### config.mk
export PLATFORM = sky130hd
export DESIGN_NAME = fmreg_write_seq
export DESIGN_NICKNAME = d
export VERILOG_FILES = /design/src/rtl/fmw_pkg.sv /design/src/rtl/fmw_interval_timer.sv /design/src/rtl/fmw_bus_cycle.sv /design/src/rtl/fmw_clear_pulse.sv /design/src/rtl/fmreg_write_seq.sv
export SDC_FILE = /design/constraint.sdc
export NUM_CORES = 1
export LEC_CHECK = 0
export BUFFER_PORTS_ARGS = -buffer_cell sky130_fd_sc_hd__buf_2
export CORE_MARGIN = 2
export CORE_UTILIZATION = 50
export CTS_CLUSTER_SIZE = 14
export DETAILED_ROUTE_END_ITERATION = 6
export PLACE_DENSITY = 0.72
export SYNTH_ARGS = -nofsm -noshare
export SYNTH_HDL_FRONTEND = slang
export SYNTH_HIERARCHICAL = 1
export SYNTH_SLANG_ARGS = --single-unit
### constraint.sdc
create_clock -name clk_i -period 5.8 [get_ports clk_i]
set_clock_uncertainty 0.15 [all_clocks]
set_input_delay 1.16 -clock clk_i [delete_from_list [all_inputs] [get_ports clk_i]]
set_output_delay 1.16 -clock clk_i [all_outputs]
set_load 0.01 [all_outputs]
### src/rtl/fmw_pkg.sv
`timescale 1ns/1ps
package fmw_pkg;

    typedef enum logic [2:0] {
        PH_IDLE,
        PH_SETUP,
        PH_STROBE,
        PH_RELEASE,
        PH_HOLD,
        PH_RECOVER
    } bus_phase_e;

    typedef enum logic [1:0] {
        CL_IDLE,
        CL_LOW,
        CL_WAIT
    } clear_phase_e;

    typedef enum logic [2:0] {
        SQ_IDLE,
        SQ_WR_ADDR,
        SQ_WR_DATA,
        SQ_CLEAR,
        SQ_BOOT_ADDR,
        SQ_BOOT_DATA
    } seq_state_e;

    localparam logic       MODE_BANK = 1'b1;
    localparam logic [7:0] MODE_REG  = 8'h05;

    // Converts nanoseconds to whole system clocks, rounding down and never returning less than one.
    function automatic int unsigned ns_to_clk(longint unsigned ns, longint unsigned hz);
        longint unsigned c;
        c = (ns * hz) / 64'd1000000000;
        if (c == 64'd0) c = 64'd1;
        return 32'(c);
    endfunction

    function automatic int unsigned at_least_one(int unsigned v);
        return (v == 0) ? 1 : v;
    endfunction

    function automatic int unsigned max2(int unsigned a, int unsigned b);
        return (a > b) ? a : b;
    endfunction

endpackage

### src/rtl/fmw_interval_timer.sv
`timescale 1ns/1ps
module fmw_interval_timer #(
    parameter int unsigned CNT_W = 8
) (
    input  logic             clk_i,
    input  logic             rst_ni,
    input  logic             load_i,
    input  logic [CNT_W-1:0] len_i,
    output logic             last_o
);
    logic [CNT_W-1:0] cnt_d, cnt_q;

    always_comb begin
        cnt_d = cnt_q;
        if (load_i) begin
            cnt_d = len_i - CNT_W'(1);
        end else if (cnt_q != '0) begin
            cnt_d = cnt_q - CNT_W'(1);
        end
    end

    always_ff @(posedge clk_i) begin
        if (!rst_ni) cnt_q <= '0;
        else         cnt_q <= cnt_d;
    end

    assign last_o = (cnt_q == '0);

    // a loaded length of N produces N-1 on the following clock
    p_load_len_r4: assert property (@(posedge clk_i) disable iff (!rst_ni)
        (load_i && len_i != '0) |=> (cnt_q == $past(len_i) - CNT_W'(1)));
endmodule

### src/rtl/fmw_bus_cycle.sv
`timescale 1ns/1ps
module fmw_bus_cycle
    import fmw_pkg::*;
#(
    parameter int unsigned CNT_W = 8,
    parameter int unsigned N_AS  = 1,
    parameter int unsigned N_ST  = 1,
    parameter int unsigned N_WDH = 1,
    parameter int unsigned N_REC = 1
) (
    input  logic       clk_i,
    input  logic       rst_ni,
    input  logic       start_i,
    input  logic       bank_i,
    input  logic       port_i,
    input  logic [7:0] byte_i,
    output logic       done_o,
    output logic       a1_o,
    output logic       a0_o,
    output logic       cs_n_o,
    output logic       wr_n_o,
    output logic [7:0] data_o
);
    typedef struct packed {
        bus_phase_e phase;
        logic       bank;
        logic       port;
        logic [7:0] dbyte;
    } bus_state_t;

    bus_state_t       state_d, state_q;
    logic             tmr_load;
    logic [CNT_W-1:0] tmr_len;
    logic             tmr_last;

    fmw_interval_timer #(.CNT_W(CNT_W)) u_timer (
        .clk_i  (clk_i),
        .rst_ni (rst_ni),
        .load_i (tmr_load),
        .len_i  (tmr_len),
        .last_o (tmr_last)
    );

    always_comb begin
        state_d  = state_q;
        tmr_load = 1'b0;
        tmr_len  = CNT_W'(1);
        unique case (state_q.phase)
            PH_IDLE: begin
                if (start_i) begin
                    state_d.phase = PH_SETUP;
                    state_d.bank  = bank_i;
                    state_d.port  = port_i;
                    state_d.dbyte = byte_i;
                    tmr_load      = 1'b1;
                    tmr_len       = CNT_W'(N_AS);
                end
            end
            PH_SETUP: begin
                if (tmr_last) begin
                    state_d.phase = PH_STROBE;
                    tmr_load      = 1'b1;
                    tmr_len       = CNT_W'(N_ST);
                end
            end
            PH_STROBE: begin
                if (tmr_last) begin
                    state_d.phase = PH_RELEASE;
                    tmr_load      = 1'b1;
                    tmr_len       = CNT_W'(1);
                end
            end
            PH_RELEASE: begin
                if (tmr_last) begin
                    state_d.phase = PH_HOLD;
                    tmr_load      = 1'b1;
                    tmr_len       = CNT_W'(N_WDH);
                end
            end
            PH_HOLD: begin
                if (tmr_last) begin
                    state_d.phase = PH_RECOVER;
                    tmr_load      = 1'b1;
                    tmr_len       = CNT_W'(N_REC);
                end
            end
            PH_RECOVER: begin
                if (tmr_last) begin
                    if (start_i) begin
                        state_d.phase = PH_SETUP;
                        state_d.bank  = bank_i;
                        state_d.port  = port_i;
                        state_d.dbyte = byte_i;
                        tmr_load      = 1'b1;
                        tmr_len       = CNT_W'(N_AS);
                    end else begin
                        state_d.phase = PH_IDLE;
                    end
                end
            end
            default: state_d.phase = PH_IDLE;
        endcase
    end

    always_ff @(posedge clk_i) begin
        if (!rst_ni) begin
            state_q.phase <= PH_IDLE;
            state_q.bank  <= 1'b0;
            state_q.port  <= 1'b0;
            state_q.dbyte <= 8'h00;
        end else begin
            state_q <= state_d;
        end
    end

    assign done_o = (state_q.phase == PH_RECOVER) && tmr_last;
    assign a1_o   = (state_q.phase == PH_IDLE) ? 1'b1 : state_q.bank;
    assign a0_o   = (state_q.phase == PH_IDLE) ? 1'b1 : state_q.port;
    assign cs_n_o = !((state_q.phase == PH_STROBE) || (state_q.phase == PH_RELEASE));
    assign wr_n_o = !(state_q.phase == PH_STROBE);
    assign data_o = ((state_q.phase == PH_STROBE) || (state_q.phase == PH_RELEASE) ||
                     (state_q.phase == PH_HOLD)) ? state_q.dbyte : 8'h00;

    p_wr_within_cs_r3: assert property (@(posedge clk_i) disable iff (!rst_ni)
        !wr_n_o |-> !cs_n_o);
    p_cs_after_wr_r3: assert property (@(posedge clk_i) disable iff (!rst_ni)
        $rose(wr_n_o) |-> !cs_n_o);
    p_lines_steady_r2: assert property (@(posedge clk_i) disable iff (!rst_ni)
        !cs_n_o |=> (cs_n_o || ($stable(a0_o) && $stable(a1_o) && $stable(data_o))));
endmodule

### src/rtl/fmw_clear_pulse.sv
`timescale 1ns/1ps
module fmw_clear_pulse
    import fmw_pkg::*;
#(
    parameter int unsigned CNT_W = 8,
    parameter int unsigned N_ICW = 1,
    parameter int unsigned N_REC = 1
) (
    input  logic clk_i,
    input  logic rst_ni,
    input  logic start_i,
    output logic ic_n_o,
    output logic done_o
);
    clear_phase_e     phase_d, phase_q;
    logic             tmr_load;
    logic [CNT_W-1:0] tmr_len;
    logic             tmr_last;

    fmw_interval_timer #(.CNT_W(CNT_W)) u_timer (
        .clk_i  (clk_i),
        .rst_ni (rst_ni),
        .load_i (tmr_load),
        .len_i  (tmr_len),
        .last_o (tmr_last)
    );

    always_comb begin
        phase_d  = phase_q;
        tmr_load = 1'b0;
        tmr_len  = CNT_W'(1);
        unique case (phase_q)
            CL_IDLE: begin
                if (start_i) begin
                    phase_d  = CL_LOW;
                    tmr_load = 1'b1;
                    tmr_len  = CNT_W'(N_ICW);
                end
            end
            CL_LOW: begin
                if (tmr_last) begin
                    phase_d  = CL_WAIT;
                    tmr_load = 1'b1;
                    tmr_len  = CNT_W'(N_REC);
                end
            end
            CL_WAIT: begin
                if (tmr_last) phase_d = CL_IDLE;
            end
            default: phase_d = CL_IDLE;
        endcase
    end

    always_ff @(posedge clk_i) begin
        if (!rst_ni) phase_q <= CL_IDLE;
        else         phase_q <= phase_d;
    end

    assign ic_n_o = (phase_q != CL_LOW);
    assign done_o = (phase_q == CL_WAIT) && tmr_last;

    p_clear_starts_r6: assert property (@(posedge clk_i) disable iff (!rst_ni)
        (start_i && phase_q == CL_IDLE) |=> !ic_n_o);
endmodule

### src/rtl/fmreg_write_seq.sv
`timescale 1ns/1ps
module fmreg_write_seq
    import fmw_pkg::*;
#(
    parameter int unsigned SYS_HZ        = 50000000,
    parameter int unsigned CHIP_HZ       = 14318180,
    parameter int unsigned T_AS_NS       = 10,
    parameter int unsigned T_WDS_NS      = 10,
    parameter int unsigned T_WW_NS       = 100,
    parameter int unsigned T_CSW_NS      = 100,
    parameter int unsigned T_WDH_NS      = 20,
    parameter int unsigned REC_CHIP_CLKS = 32,
    parameter int unsigned ICW_CHIP_CLKS = 400
) (
    input  logic       clk_i,
    input  logic       rst_ni,
    input  logic       req_valid_i,
    output logic       req_ready_o,
    input  logic       req_bank_i,
    input  logic [7:0] req_addr_i,
    input  logic [7:0] req_data_i,
    input  logic       boot_i,
    input  logic       boot_mode_i,
    output logic       boot_done_o,
    output logic       chip_a1_o,
    output logic       chip_a0_o,
    output logic       chip_cs_n_o,
    output logic       chip_wr_n_o,
    output logic       chip_ic_n_o,
    output logic [7:0] chip_data_o
);
    localparam int unsigned RATIO = SYS_HZ / CHIP_HZ;
    localparam int unsigned N_AS  = ns_to_clk(T_AS_NS, SYS_HZ);
    localparam int unsigned N_ST  = max2(ns_to_clk(T_WDS_NS, SYS_HZ),
                                    max2(ns_to_clk(T_WW_NS, SYS_HZ), ns_to_clk(T_CSW_NS, SYS_HZ)));
    localparam int unsigned N_WDH = ns_to_clk(T_WDH_NS, SYS_HZ);
    localparam int unsigned N_REC = at_least_one(REC_CHIP_CLKS * RATIO);
    localparam int unsigned N_ICW = at_least_one(ICW_CHIP_CLKS * RATIO);
    localparam int unsigned N_MAX = max2(max2(N_ICW, N_REC), max2(max2(N_AS, N_ST), N_WDH));
    localparam int unsigned CNT_W = $clog2(N_MAX + 1);

    typedef struct packed {
        seq_state_e st;
        logic       bank;
        logic [7:0] value;
        logic       mode;
    } seq_t;

    seq_t       seq_d, seq_q;
    logic       bus_start, bus_bank, bus_port, bus_done;
    logic [7:0] bus_byte;
    logic       clr_start, clr_done;
    logic       done_pulse;

    fmw_bus_cycle #(
        .CNT_W (CNT_W),
        .N_AS  (N_AS),
        .N_ST  (N_ST),
        .N_WDH (N_WDH),
        .N_REC (N_REC)
    ) u_bus (
        .clk_i   (clk_i),
        .rst_ni  (rst_ni),
        .start_i (bus_start),
        .bank_i  (bus_bank),
        .port_i  (bus_port),
        .byte_i  (bus_byte),
        .done_o  (bus_done),
        .a1_o    (chip_a1_o),
        .a0_o    (chip_a0_o),
        .cs_n_o  (chip_cs_n_o),
        .wr_n_o  (chip_wr_n_o),
        .data_o  (chip_data_o)
    );

    fmw_clear_pulse #(
        .CNT_W (CNT_W),
        .N_ICW (N_ICW),
        .N_REC (N_REC)
    ) u_clear (
        .clk_i   (clk_i),
        .rst_ni  (rst_ni),
        .start_i (clr_start),
        .ic_n_o  (chip_ic_n_o),
        .done_o  (clr_done)
    );

    always_comb begin
        seq_d      = seq_q;
        bus_start  = 1'b0;
        bus_bank   = 1'b0;
        bus_port   = 1'b0;
        bus_byte   = 8'h00;
        clr_start  = 1'b0;
        done_pulse = 1'b0;
        unique case (seq_q.st)
            SQ_IDLE: begin
                if (boot_i) begin
                    clr_start  = 1'b1;
                    seq_d.st   = SQ_CLEAR;
                    seq_d.mode = boot_mode_i;
                end else if (req_valid_i) begin
                    bus_start   = 1'b1;
                    bus_bank    = req_bank_i;
                    bus_port    = 1'b0;
                    bus_byte    = req_addr_i;
                    seq_d.st    = SQ_WR_ADDR;
                    seq_d.bank  = req_bank_i;
                    seq_d.value = req_data_i;
                end
            end
            SQ_WR_ADDR: begin
                if (bus_done) begin
                    bus_start = 1'b1;
                    bus_bank  = seq_q.bank;
                    bus_port  = 1'b1;
                    bus_byte  = seq_q.value;
                    seq_d.st  = SQ_WR_DATA;
                end
            end
            SQ_WR_DATA: begin
                if (bus_done) seq_d.st = SQ_IDLE;
            end
            SQ_CLEAR: begin
                if (clr_done) begin
                    bus_start = 1'b1;
                    bus_bank  = MODE_BANK;
                    bus_port  = 1'b0;
                    bus_byte  = MODE_REG;
                    seq_d.st  = SQ_BOOT_ADDR;
                end
            end
            SQ_BOOT_ADDR: begin
                if (bus_done) begin
                    bus_start = 1'b1;
                    bus_bank  = MODE_BANK;
                    bus_port  = 1'b1;
                    bus_byte  = {7'b0, seq_q.mode};
                    seq_d.st  = SQ_BOOT_DATA;
                end
            end
            SQ_BOOT_DATA: begin
                if (bus_done) begin
                    done_pulse = 1'b1;
                    seq_d.st   = SQ_IDLE;
                end
            end
            default: seq_d.st = SQ_IDLE;
        endcase
    end

    always_ff @(posedge clk_i) begin
        if (!rst_ni) begin
            seq_q.st    <= SQ_IDLE;
            seq_q.bank  <= 1'b0;
            seq_q.value <= 8'h00;
            seq_q.mode  <= 1'b0;
        end else begin
            seq_q <= seq_d;
        end
    end

    assign req_ready_o = (seq_q.st == SQ_IDLE) && !boot_i;
    assign boot_done_o = done_pulse;

    p_busy_after_accept_r5: assert property (@(posedge clk_i) disable iff (!rst_ni)
        (req_valid_i && req_ready_o) |=> !req_ready_o);
    p_no_select_in_clear_r6: assert property (@(posedge clk_i) disable iff (!rst_ni)
        !chip_ic_n_o |-> (chip_cs_n_o && chip_wr_n_o));
    p_done_single_r7: assert property (@(posedge clk_i) disable iff (!rst_ni)
        boot_done_o |=> !boot_done_o);
    p_boot_first_r8: assert property (@(posedge clk_i) disable iff (!rst_ni)
        (boot_i && req_valid_i && seq_q.st == SQ_IDLE) |=> (!chip_ic_n_o && chip_cs_n_o));
endmodule

==> run summary <==
outcome -> complete, no violations
Root Buffer -> clkbuf_8
Layout Nets -> 409
worst skew pair latency -> 0.31 ns
Setup CP Type -> flop to flop
Buffers on Ports -> 36
Cell Area, Synth -> 0.003043 mm2
Final Non-Filler Cells -> 461
Max Buffers Root-to-Sink -> 2
CP Launch Point -> u_bus/u_timer/cnt_q[9]
max-slew violations -> 0
power per cell area -> 400.3 mW/mm2
CP arrival -> 5.02 ns
Synth cell types -> 72
Net Sw Frac -> 0.3839
core area -> 0.005886 mm2
syn avg cell area -> 9.083 um2
total of max-cap violations -> 0
R2R depth -> 17
Final GP Congestion -> 0.8004
Seq. cell area -> 0.001001 mm2
Die Wd -> 82.01 um
Avg WL per Cell -> 13.41 um
Initial Util -> 0.5170
Final Hold Fails -> 0
clk slew on worst S/H paths -> 0.09 ns
residual DRC count -> 0
H-Tree Depth -> 2
Vias -> 2535
count leader, synth -> dfxtp_1
top_reg_cell synth -> dfxtp_1
Placed Cells -> 453
clock sink total -> 50
Pint -> 0.0008387 W
largest net degree at the start of global routing -> 35
Post-synth EDFFs -> 0
area of the multi-input gates -> 0.001993 mm2
RSZ-0062 raised after global routing -> false
first-pass GRT wire length -> 10250 um
area leader, netlist -> dfxtp_1
vias per inst -> 5.499
launching point of the worst reg2reg path -> u_bus/u_timer/cnt_q[9]
Total GRT Usage -> 0.1945
Final setup viols -> 0
Peak VDD IR -> 0.2701 mV
Lkg Pwr -> 1.321 nW
CP Launch Type -> flop
Antenna Cells -> 0
TNS Setup -> 0 ns
clock share of power -> 0.179
Slew Limit Headroom -> 0.5082
Min-Delay Path Class -> flop to flop
Die Area -> 0.006726 mm2
Async SR Flop Fraction -> 0
Die Ht -> 82.01 um
Routed WL -> 6183 um
Worst Max-Slew Pin Slew -> 0.7376 ns
FP Rows -> 28
fmax -> 202.7 MHz
drt pass-1 iters -> 4
WL met3 -> 147 um
vias in the first global route -> 2240
Commonest cells post-synth -> 50 x dfxtp_1, 30 x nand2_1, 26 x mux2i_1, 19 x nor2_1, 19 x nor3_1
yosys warns -> 6
max layer used -> met4
DR iter-0 viols -> 102
Critical Path RT -> 5.88 ns
flip-flop and latch count after synthesis -> 50
Cells after Synth -> 335
Worst Setup Slack, final -> 0.8660 ns
area grow syn2layout -> 11.76%
metal2 WL -> 2896 um
CTS tree -> done
post-route ant nets -> 0
R2R setup slack -> 0.87 ns
Setup WS pre-CTS -> 0.9699 ns
Final Cycle Share -> 0.8507
io pins -> 37
post-synth top area share -> 0.3289
DPL Wire Length -> 4604 um
Critical Path Sink -> u_bus/u_timer/cnt_q[8]
cts bufs inserted -> 5
r2r endpoint -> u_bus/u_timer/cnt_q[8]
CTS Hold Buffers Added -> 0
GRT overflow -> 0
Filler cells -> 549
post-CTS setup repair buffer count -> 0
CP Max Fanout -> 20
switching power -> 0.0005227 W
initial antenna violation count -> 0
M1 wire length -> 3062 um
CP Capture Type -> flop
sequential fraction of design power -> 0.355
post-layout min period -> 4.934 ns
ratio of cells with drive above 1 in the final layout -> 0.1865
cts repair resizes -> 0
Synth area leaders -> dfxtp_1 33%, mux2i_1 8.6%, a22o_1 4.6%
sequential-to-total area share from yosys stat -> 0.3289
combinational share of power -> 0.466
## through the flow
stage	hold WS, ns	total power (W)	util	cell area [um2]
3_3_place_gp	0.2969	0.001101	0.5597	3294
6_report	0.3287	0.001361	0.5778	3401
4_1_cts	0.3315	0.001370	0.5778	3401
5_1_grt	0.3520	0.001467	0.5778	3401
2_1_floorplan	0.2850	0.001013	-	3126
3_5_place_dp	0.3094	0.001122	0.5597	3294
## layer usage
layer	global-route usage	vias up
li1	-	1300
met1	0.2673	1197
met2	0.3049	31
met3	0.03736	7
met4	0.06500	0
met5	0	-
## area by class of cell
cell class,count,share of cell area
Multi-Input combinational cell,287,0.5861
Clock inverter,1,0.008830
Tap cell,75,0.02759
Timing Repair Buffer,38,0.05740
Inverter,3,0.003311
Sequential cell,50,0.2943
Clock buffer,7,0.02244
## worst min path at each step
stage	start	endpoint	slack, ns	cells after the start
floorplan	seq_q[2]	seq_q[2]	0.29	2
global placement	seq_q[6]	seq_q[6]	0.30	2
detailed placement	u_bus/state_q[4]	u_bus/state_q[4]	0.31	1
CTS	seq_q[7]	seq_q[7]	0.33	2
global route	seq_q[4]	seq_q[4]	0.35	2
finish	seq_q[7]	seq_q[7]	0.33	2
## sequential cells by signal, indices dropped and copies added, names as in the netlist
register,count
seq_q,13
u_bus/u_timer/cnt_q,11
u_bus/state_q,13
u_clear/phase_q,2
u_clear/u_timer/cnt_q,11
## worst max-delay path, cell delays in order, from the launching register on
cell and delay [ns]:
dfxtp_1 0.32, nor4_1 0.42, and4_1 0.43, nand4b_1 0.22, inv_1 0.23, nor2b_1 0.44, o21ai_1 0.16, o211ai_1 0.42
mux2i_1 0.16, nor3_1 0.15, a211o_1 0.12, buf_4 0.27, mux2i_1 0.25, ha_1 0.23, nor4b_4 0.27, o21ai_2 0.13
o31a_1 0.31, nor3_1 0.16
## cell usage in the layout, fill, tap and decap left out, types with 3 or more instances in the layout
cell | Yosys | routed
or3_4 | 3 | 3
nand2b_1 | 8 | 8
o21a_1 | 6 | 6
nor2_1 | 19 | 19
xor2_1 | 4 | 4
nor4_1 | 5 | 5
o21ai_0 | 7 | 7
and3_1 | 4 | 4
o31a_1 | 4 | 4
mux2_2 | 4 | 4
or3_1 | 7 | 7
o211ai_1 | 3 | 3
nor3_2 | 3 | 3
xnor2_1 | 5 | 5
dfxtp_1 | 50 | 50
a22o_1 | 16 | 16
conb_1 | 2 | 24
mux2i_1 | 26 | 26
nand2_1 | 30 | 30
buf_2 | 7 | 36
and2_1 | 5 | 5
nor3b_1 | 8 | 8
nor3_1 | 19 | 19
a21oi_1 | 14 | 13
nor2b_1 | 14 | 14
inv_1 | 3 | 3
clkbuf_8 | 0 | 5
## kinds of logic (layout without fill, tap and decap cells)
group / Yosys count / count (layout) / share of synthesized area
DFF: 50 / 50 / 0.3289
other: 2 / 24 / 0.002468
adders and majority gates: 3 / 3 / 0.01192
buffers and inverters: 20 / 49 / 0.04440
AOI/OAI and AO/OA: 72 / 72 / 0.1850
muxes: 31 / 31 / 0.1049
and+or+nand+nor: 148 / 148 / 0.2965
xor gates and xnor gates: 9 / 9 / 0.02590
## power by group through the flow
stage | clock (W) | combinational, W | sequential [W]
after floorplan | 0 | 0.000546 | 0.000467
after global routing | 0.000264 | 0.000710 | 0.000494
after CTS | 0.000251 | 0.000635 | 0.000483
after global placement | 0 | 0.000614 | 0.000488
final | 0.000244 | 0.000634 | 0.000483
after detailed placement | 0 | 0.000631 | 0.000491
No activity file was read; power rests on OpenSTA's default activity.
